<file path="src/rtl/irq_ack_pkg.sv">
package irq_ack_pkg;
    localparam int unsigned PEND_W   = 8;
    localparam int unsigned BIT_BUS  = 0;
    localparam int unsigned BIT_POLL = 1;
    localparam int unsigned BIT_TICK = 2;
    localparam logic [PEND_W-1:0] MASK_RST = 8'h05;
    localparam logic [PEND_W-1:0] BUS_BITS = 8'h03;

    typedef enum logic [1:0] {RK_POLL, RK_DATA, RK_NONE} reply_kind_e;
    typedef enum logic [2:0] {S_IDLE, S_FLAG, S_MARK, S_LEN, S_DATA} seq_state_e;
    typedef enum logic {OP_SETMASK = 1'b0, OP_ACK = 1'b1} cmd_op_e;
endpackage

</file>
<file path="src/rtl/irq_tick_gen.sv">
module irq_tick_gen #(
    parameter int unsigned CLK_PER_MS = 1000,
    parameter int unsigned TICK_MS    = 1000
) (
    input  logic clk,
    input  logic rst_n,
    output logic tick
);
    localparam int unsigned PERIOD = CLK_PER_MS * TICK_MS;
    localparam int unsigned CW     = (PERIOD > 1) ? $clog2(PERIOD) : 1;
    localparam logic [CW-1:0] LAST = CW'(PERIOD - 1);

    logic [CW-1:0] cnt_q;

    // Free-running: the next target is always one period after the last one.
    always_ff @(posedge clk) begin
        if (!rst_n)              cnt_q <= '0;
        else if (cnt_q == LAST)  cnt_q <= '0;
        else                     cnt_q <= cnt_q + 1'b1;
    end

    assign tick = (cnt_q == LAST);
endmodule

</file>
<file path="src/rtl/irq_reply_buf.sv">
module irq_reply_buf
    import irq_ack_pkg::*;
#(
    parameter int unsigned DEPTH = 8,
    parameter int unsigned AW    = $clog2(DEPTH),
    parameter int unsigned LW    = $clog2(DEPTH + 1)
) (
    input  logic          clk,
    input  logic          rst_n,
    input  logic          wr_en,
    input  logic          wr_lock,
    input  logic [AW-1:0] wr_addr,
    input  logic [7:0]    wr_data,
    input  logic          ev_take,
    input  logic          ev_poll,
    input  logic [LW-1:0] ev_len,
    input  logic          clear,
    input  logic [LW-1:0] rd_addr,
    output logic [7:0]    rd_data,
    output logic [LW-1:0] len_q,
    output reply_kind_e   kind_q
);
    logic [7:0]    mem [DEPTH];
    logic [LW-1:0] len_eff;

    assign len_eff = (ev_len > LW'(DEPTH)) ? LW'(DEPTH) : ev_len;

    always_ff @(posedge clk) begin
        if (wr_en && !wr_lock && ({1'b0, wr_addr} < (AW + 1)'(DEPTH)))
            mem[wr_addr] <= wr_data;
    end

    always_ff @(posedge clk) begin
        if (!rst_n) begin
            len_q  <= '0;
            kind_q <= RK_NONE;
        end else if (ev_take) begin
            len_q  <= len_eff;
            kind_q <= ev_poll ? RK_POLL : ((len_eff == '0) ? RK_NONE : RK_DATA);
        end else if (clear) begin
            len_q  <= '0;
        end
    end

    assign rd_data = (rd_addr < LW'(DEPTH)) ? mem[rd_addr[AW-1:0]] : 8'h00;
endmodule

</file>
<file path="src/rtl/irq_reply_fsm.sv">
module irq_reply_fsm
    import irq_ack_pkg::*;
#(
    parameter int unsigned LW = 4
) (
    input  logic          clk,
    input  logic          rst_n,
    input  logic          start,
    input  logic          with_bus,
    input  logic [7:0]    flag,
    input  reply_kind_e   kind,
    input  logic [LW-1:0] len,
    input  logic [7:0]    rd_data,
    output logic [LW-1:0] rd_addr,
    output logic          busy,
    output logic          rsp_valid,
    output logic [7:0]    rsp_data,
    output logic          rsp_last
);
    seq_state_e    state_q, state_d;
    logic [7:0]    flag_q;
    logic          bus_q;
    reply_kind_e   kind_q;
    logic [LW-1:0] len_q, cnt_q;
    logic          data_end;

    assign data_end = (cnt_q == len_q - LW'(1));

    always_comb begin
        state_d = state_q;
        unique case (state_q)
            S_IDLE: if (start) state_d = S_FLAG;
            S_FLAG: begin
                if (!bus_q)                state_d = S_IDLE;
                else if (kind_q == RK_POLL) state_d = S_DATA;
                else                       state_d = S_MARK;
            end
            S_MARK: state_d = (kind_q == RK_DATA) ? S_LEN : S_IDLE;
            S_LEN:  state_d = S_DATA;
            S_DATA: if (data_end) state_d = S_IDLE;
            default: state_d = S_IDLE;
        endcase
    end

    always_ff @(posedge clk) begin
        if (!rst_n) begin
            state_q <= S_IDLE;
            flag_q  <= '0;
            bus_q   <= 1'b0;
            kind_q  <= RK_NONE;
            len_q   <= '0;
            cnt_q   <= '0;
        end else begin
            state_q <= state_d;
            if (state_q == S_IDLE && start) begin
                flag_q <= flag;
                bus_q  <= with_bus;
                kind_q <= kind;
                len_q  <= len;
                cnt_q  <= '0;
            end else if (state_q == S_DATA) begin
                cnt_q  <= cnt_q + LW'(1);
            end
        end
    end

    always_comb begin
        rsp_valid = (state_q != S_IDLE);
        rsp_data  = 8'h00;
        rsp_last  = 1'b0;
        unique case (state_q)
            S_IDLE: ;
            S_FLAG: begin
                rsp_data = flag_q;
                rsp_last = !bus_q;
            end
            S_MARK: begin
                rsp_data = (kind_q == RK_DATA) ? 8'h01 : 8'h00;
                rsp_last = (kind_q != RK_DATA);
            end
            S_LEN:  rsp_data = 8'(len_q);
            S_DATA: begin
                rsp_data = rd_data;
                rsp_last = data_end;
            end
            default: ;
        endcase
    end

    assign busy    = (state_q != S_IDLE);
    assign rd_addr = cnt_q;
endmodule

</file>
<file path="src/rtl/irq_ack_ctrl.sv">
module irq_ack_ctrl
    import irq_ack_pkg::*;
#(
    parameter int unsigned DEPTH      = 8,
    parameter int unsigned CLK_PER_MS = 1000,
    parameter int unsigned TICK_MS    = 1000,
    localparam int unsigned AW        = $clog2(DEPTH),
    localparam int unsigned LW        = $clog2(DEPTH + 1)
) (
    input  logic          clk,
    input  logic          rst_n,
    input  logic          cmd_valid,
    input  logic          cmd_op,
    input  logic [3:0]    cmd_argc,
    input  logic [7:0]    cmd_arg,
    output logic          cmd_ready,
    output logic          rsp_valid,
    output logic [7:0]    rsp_data,
    output logic          rsp_last,
    input  logic          bw_en,
    input  logic [AW-1:0] bw_addr,
    input  logic [7:0]    bw_data,
    input  logic          bev_valid,
    input  logic          bev_poll,
    input  logic [LW-1:0] bev_len,
    output logic          irq_n
);
    logic [PEND_W-1:0] pend_q, pend_d, mask_q, ack_flag;
    logic              tick, busy, cmd_take, mask_ok, ack_ok, bus_pend, ev_take;
    logic [LW-1:0]     buf_len, rd_addr;
    logic [7:0]        rd_data;
    reply_kind_e       buf_kind;

    assign bus_pend = pend_q[BIT_BUS];
    assign cmd_take = cmd_valid && !busy;
    assign mask_ok  = cmd_take && (cmd_op == OP_SETMASK) && (cmd_argc == 4'd1);
    assign ack_ok   = cmd_take && (cmd_op == OP_ACK) && (cmd_argc == 4'd0);
    assign ev_take  = bev_valid && !busy && !cmd_take &&
                      (!bev_poll || ((bev_len != '0) && !bus_pend));
    assign ack_flag = bus_pend ? (pend_q & BUS_BITS) : pend_q;

    irq_tick_gen #(.CLK_PER_MS(CLK_PER_MS), .TICK_MS(TICK_MS)) u_tick (
        .clk(clk), .rst_n(rst_n), .tick(tick)
    );

    irq_reply_buf #(.DEPTH(DEPTH), .AW(AW), .LW(LW)) u_buf (
        .clk(clk), .rst_n(rst_n),
        .wr_en(bw_en), .wr_lock(bus_pend || busy), .wr_addr(bw_addr), .wr_data(bw_data),
        .ev_take(ev_take), .ev_poll(bev_poll), .ev_len(bev_len),
        .clear(ack_ok && bus_pend),
        .rd_addr(rd_addr), .rd_data(rd_data), .len_q(buf_len), .kind_q(buf_kind)
    );

    irq_reply_fsm #(.LW(LW)) u_fsm (
        .clk(clk), .rst_n(rst_n),
        .start(ack_ok), .with_bus(bus_pend), .flag(ack_flag),
        .kind(buf_kind), .len(buf_len), .rd_data(rd_data), .rd_addr(rd_addr),
        .busy(busy), .rsp_valid(rsp_valid), .rsp_data(rsp_data), .rsp_last(rsp_last)
    );

    always_comb begin
        pend_d = pend_q;
        if (ack_ok) pend_d = bus_pend ? (pend_q & ~BUS_BITS) : '0;
        if (tick)   pend_d[BIT_TICK] = 1'b1;
        if (ev_take) begin
            pend_d[BIT_BUS] = 1'b1;
            if (bev_poll) pend_d[BIT_POLL] = 1'b1;
        end
    end

    always_ff @(posedge clk) begin
        if (!rst_n) begin
            pend_q <= '0;
            mask_q <= MASK_RST;
        end else begin
            pend_q <= pend_d;
            if (mask_ok) mask_q <= cmd_arg;
        end
    end

    assign irq_n     = ~|(pend_q & mask_q);
    assign cmd_ready = !busy;
endmodule

</file>
<file path="config.mk">
export PLATFORM = sky130hd
export DESIGN_NAME = irq_ack_ctrl
export DESIGN_NICKNAME = d
export VERILOG_FILES = /design/src/rtl/irq_ack_pkg.sv /design/src/rtl/irq_tick_gen.sv /design/src/rtl/irq_reply_buf.sv /design/src/rtl/irq_reply_fsm.sv /design/src/rtl/irq_ack_ctrl.sv
export SDC_FILE = /design/constraint.sdc
export NUM_CORES = 1
export LEC_CHECK = 0
export ABC_AREA = 0
export ABC_CLOCK_PERIOD_IN_PS = 5700
export BUFFER_PORTS_ARGS = -buffer_cell sky130_fd_sc_hd__clkbuf_2
export CORE_MARGIN = 2
export CORE_UTILIZATION = 60
export CTS_BUF_LIST = sky130_fd_sc_hd__clkbuf_8
export DETAILED_ROUTE_END_ITERATION = 16
export PLACE_DENSITY = 0.8
export SLEW_MARGIN = 15
export SYNTH_ARGS = -nofsm -noshare
export SYNTH_HDL_FRONTEND = slang
export SYNTH_HIERARCHICAL = 1
export SYNTH_SLANG_ARGS = --single-unit
</file>
<file path="constraint.sdc">
create_clock -name clk -period 5.7 [get_ports clk]
set_clock_uncertainty 0.05 [all_clocks]
set_input_delay 1.71 -clock clk [delete_from_list [all_inputs] [get_ports clk]]
set_output_delay 1.71 -clock clk [all_outputs]
set_load 0.1 [all_outputs]
</file>
==> impl_metrics.tcl <==
set metrics [dict create \
    synth_top_cells_by_count "edfxtp_1, nand2_1, dfxtp_1" \
    synthAdderAreaFrac_pct 0.713 \
    cts_setup_buffers 0 \
    fin_crit_ns 4.78 \
    path_class "flop to output port" \
    io_pins 46 \
    viasPerCell 5.84 \
    crit_chain "buf_4, mux4_1, mux2i_1, nor2_1, nand2_1, o21ai_0, clkbuf_2" \
    drt_pass1_iterations 5 \
    place.gp.congestion 0.879 \
    post-route-drc-count 0 \
    yosys-top-cells-area "edfxtp_1, dfxtp_1, mux4_2" \
    async_flop_share_pct 0 \
    syn_area_per_cell_um2 12.0 \
    setup_slack_ns 0.923 \
    start_util_pct 61.0 \
    ctsHoldBuffers 0 \
    seq_area_um2 3000 \
    max-slew-margin-rel_pct 33.4 \
    fin_tns_setup_ns 0 \
    die-area_um2 9540 \
    synthDistinctLibCells 59 \
    synth_edf_count 64 \
    cts_resized 0 \
    synth-seq-cells 118 \
    crit_path_start_kind "flop" \
    synthMuxAreaShare_pct 10.5 \
    synth_ff_type "edfxtp_1" \
    synth_top_area_share_pct 36.5 \
    groute.usage.overall_pct 23.7 \
    setup_viol_count_final 0 \
    timing_hold_violations_final 0 \
    cp_data_arrival_time_ns 3.02 \
    pwr_density_cell_nw_per_um2 299 \
    design_area_um2 5960 \
    max_cap_viol_count 0 \
    crit_path_max_incr_delay_ns 0.98 \
    grt_max_degree 23 \
    grt_pass1_vias 3537 \
    yosysSeqAreaShare_pct 57.0 \
    grt_pass1_wl_mm 17.5 \
    clockBufferDepth 2 \
    cp_max_fo 16 \
    post_dp_cell_area_um2 5530 \
    ys_warn_count 6 \
    fp.coreArea_um2 8640 \
    rsz0062_at_grt "false" \
    die-height_um 97.7 \
    syn_inst 439 \
    drive_above_1_share_pct 21.9 \
    tightest_slew_ns 0.995 \
    post_drt_wl_per_cell_um 17.2 \
    antenna_left 0 \
    yosys.area_share.xor_xnor_pct 3.66 \
    leakagePower_nw 2.03 \
    power_mw 1.78 \
    max-vdd-ir-drop_mv 0.180 \
    cts.sinks 118 \
    multiInputGateArea_um2 2120 \
    fill_cells 635 \
    finalMaxSlewViolations 0 \
    r2r_slack_ns 2.72 \
    hp-class "flop to flop" \
    die_w_um 97.7 \
    fmax_mhz 209 \
    synthSimpleGateAreaFrac_pct 19.2 \
    synth-compound-area-share_pct 5.70 \
    htree_levels 4 \
    cts_tree "done" \
    clk_pin_slew_ns 0.07 \
    critPathSlowestCell "dfxtp_1" \
    place_ws_ns 1.34 \
    synth_top_family_by_area "simple AND/OR/NAND/NOR gates" \
    rows 34 \
    status "complete, no violations" \
    wl_mm 10.5 \
    synthToLayoutAreaGrowth_pct 13.1 \
    dp_hpwl_mm 6.92 \
    required_ns 3.94 \
    vias 3564 \
    yosysMostFrequentCell "edfxtp_1" \
    clk_latency_ns 0.42 \
    cp-end-kind "output port" \
    min_period_over_period_pct 83.8 \
    antenna_found_initial 0 \
    synth_top_area_cell "edfxtp_1" \
    fin_nets 526 \
    root_buffer "clkbuf_8" \
    syn_area_um2 5270 \
    io_buffers 40 \
    numCtsBuffers 17 \
    diodes 0 \
    grt_remaining_overflow 0 \
    fin_util_pct 69.0 \
    first_iter_violations 164 \
]
path summary, 6_finish.rpt:
check / cells after the start / endpoint / startpoint
min reg2reg: 2 / u_fsm/len_q[2]$_SDFFE_PN0P_ / u_buf/len_q[2]$_SDFFE_PN0P_
max reg2reg: 5 / u_buf/mem[2][7]$_DFFE_PP_ / u_fsm/state_q[1]$_SDFFE_PN0P_
max: 7 / rsp_data[0] / u_fsm/rd_addr[1]$_SDFFE_PP0N_
min: 2 / u_fsm/len_q[2]$_SDFFE_PN0P_ / u_buf/len_q[2]$_SDFFE_PN0P_
cells in the final DEF (no fill, tap or decap), types with 6 or more instances in the layout:
| cell type | synthesis | layout |
|---|---|---|
| inv_1 | 7 | 7 |
| dfxtp_1 | 54 | 54 |
| a21oi_1 | 26 | 26 |
| mux4_1 | 6 | 6 |
| nand2_1 | 55 | 55 |
| clkbuf_2 | 0 | 40 |
| mux2i_1 | 16 | 16 |
| edfxtp_1 | 64 | 64 |
| mux4_2 | 10 | 10 |
| nor3_1 | 10 | 10 |
| o21ai_0 | 9 | 9 |
| xor2_1 | 11 | 11 |
| nand2b_1 | 7 | 7 |
| nor3b_1 | 7 | 7 |
| nor2_1 | 43 | 43 |
| inv_6 | 0 | 6 |
| xnor2_1 | 11 | 11 |
| nand3_1 | 11 | 11 |
| clkbuf_8 | 0 | 17 |
| nor2b_1 | 12 | 12 |
metrics by stage:
step / cells / hold slack [ns]
4_1_cts: 610 / 0.409
2_1_floorplan: 443 / 0.376
6_report: 610 / 0.409
3_3_place_gp: 578 / 0.387
3_5_place_dp: 578 / 0.396
5_1_grt: 610 / 0.428
sequential cells by signal (all words and copies together) (netlist names):
signal and count:
u_fsm/bus_q 1, pend_q 3, u_buf/len_q 4, u_fsm/state_q 3, u_fsm/kind_q 2, u_fsm/len_q 4, u_tick/cnt_q 20, u_fsm/rd_addr 4
u_fsm/flag_q 8, mask_q 3, u_buf/mem 64, u_buf/kind_q 2
cell families after synthesis:
family	Yosys count
compound gates	50
xor+xnor	22
fa+ha+maj	3
buf+inv	27
flops	118
mux	33
other cells	1
simple gates	185
power by group:
part	switching, mW	internal, mW
Combinational	0.0440	0.0229
Clock	0.354	0.442
Sequential	0.00784	0.910
Total	0.406	1.37
worst max-delay path, delay by kind of cell (launching register included):
kind,cells,cell delay [ns]
buffers and inverters,2,0.67
and+or+nand+nor,2,0.14
DFF,1,0.98
AOI/OAI and AO/OA,1,0.09
muxes,2,0.72
metal layers:
layer  GRT usage (%)  wire length (µm)  up-vias
met5               0                 0        -
li1                -                 -     1705
met3            5.90               646       16
met4            8.44               142        0
met1            30.0              4380     1732
met2            39.8              5330      111
final cells by class:
cell class / instances / share of cell area [%]
Sequential cell: 118 / 50.4
Multi-Input combinational cell: 298 / 35.6
Timing Repair Buffer: 45 / 3.99
Clock buffer: 17 / 3.93
Clock inverter: 15 / 3.21
Tap cell: 108 / 2.27
Inverter: 9 / 0.567
No activity file was read; power rests on OpenSTA's default activity.
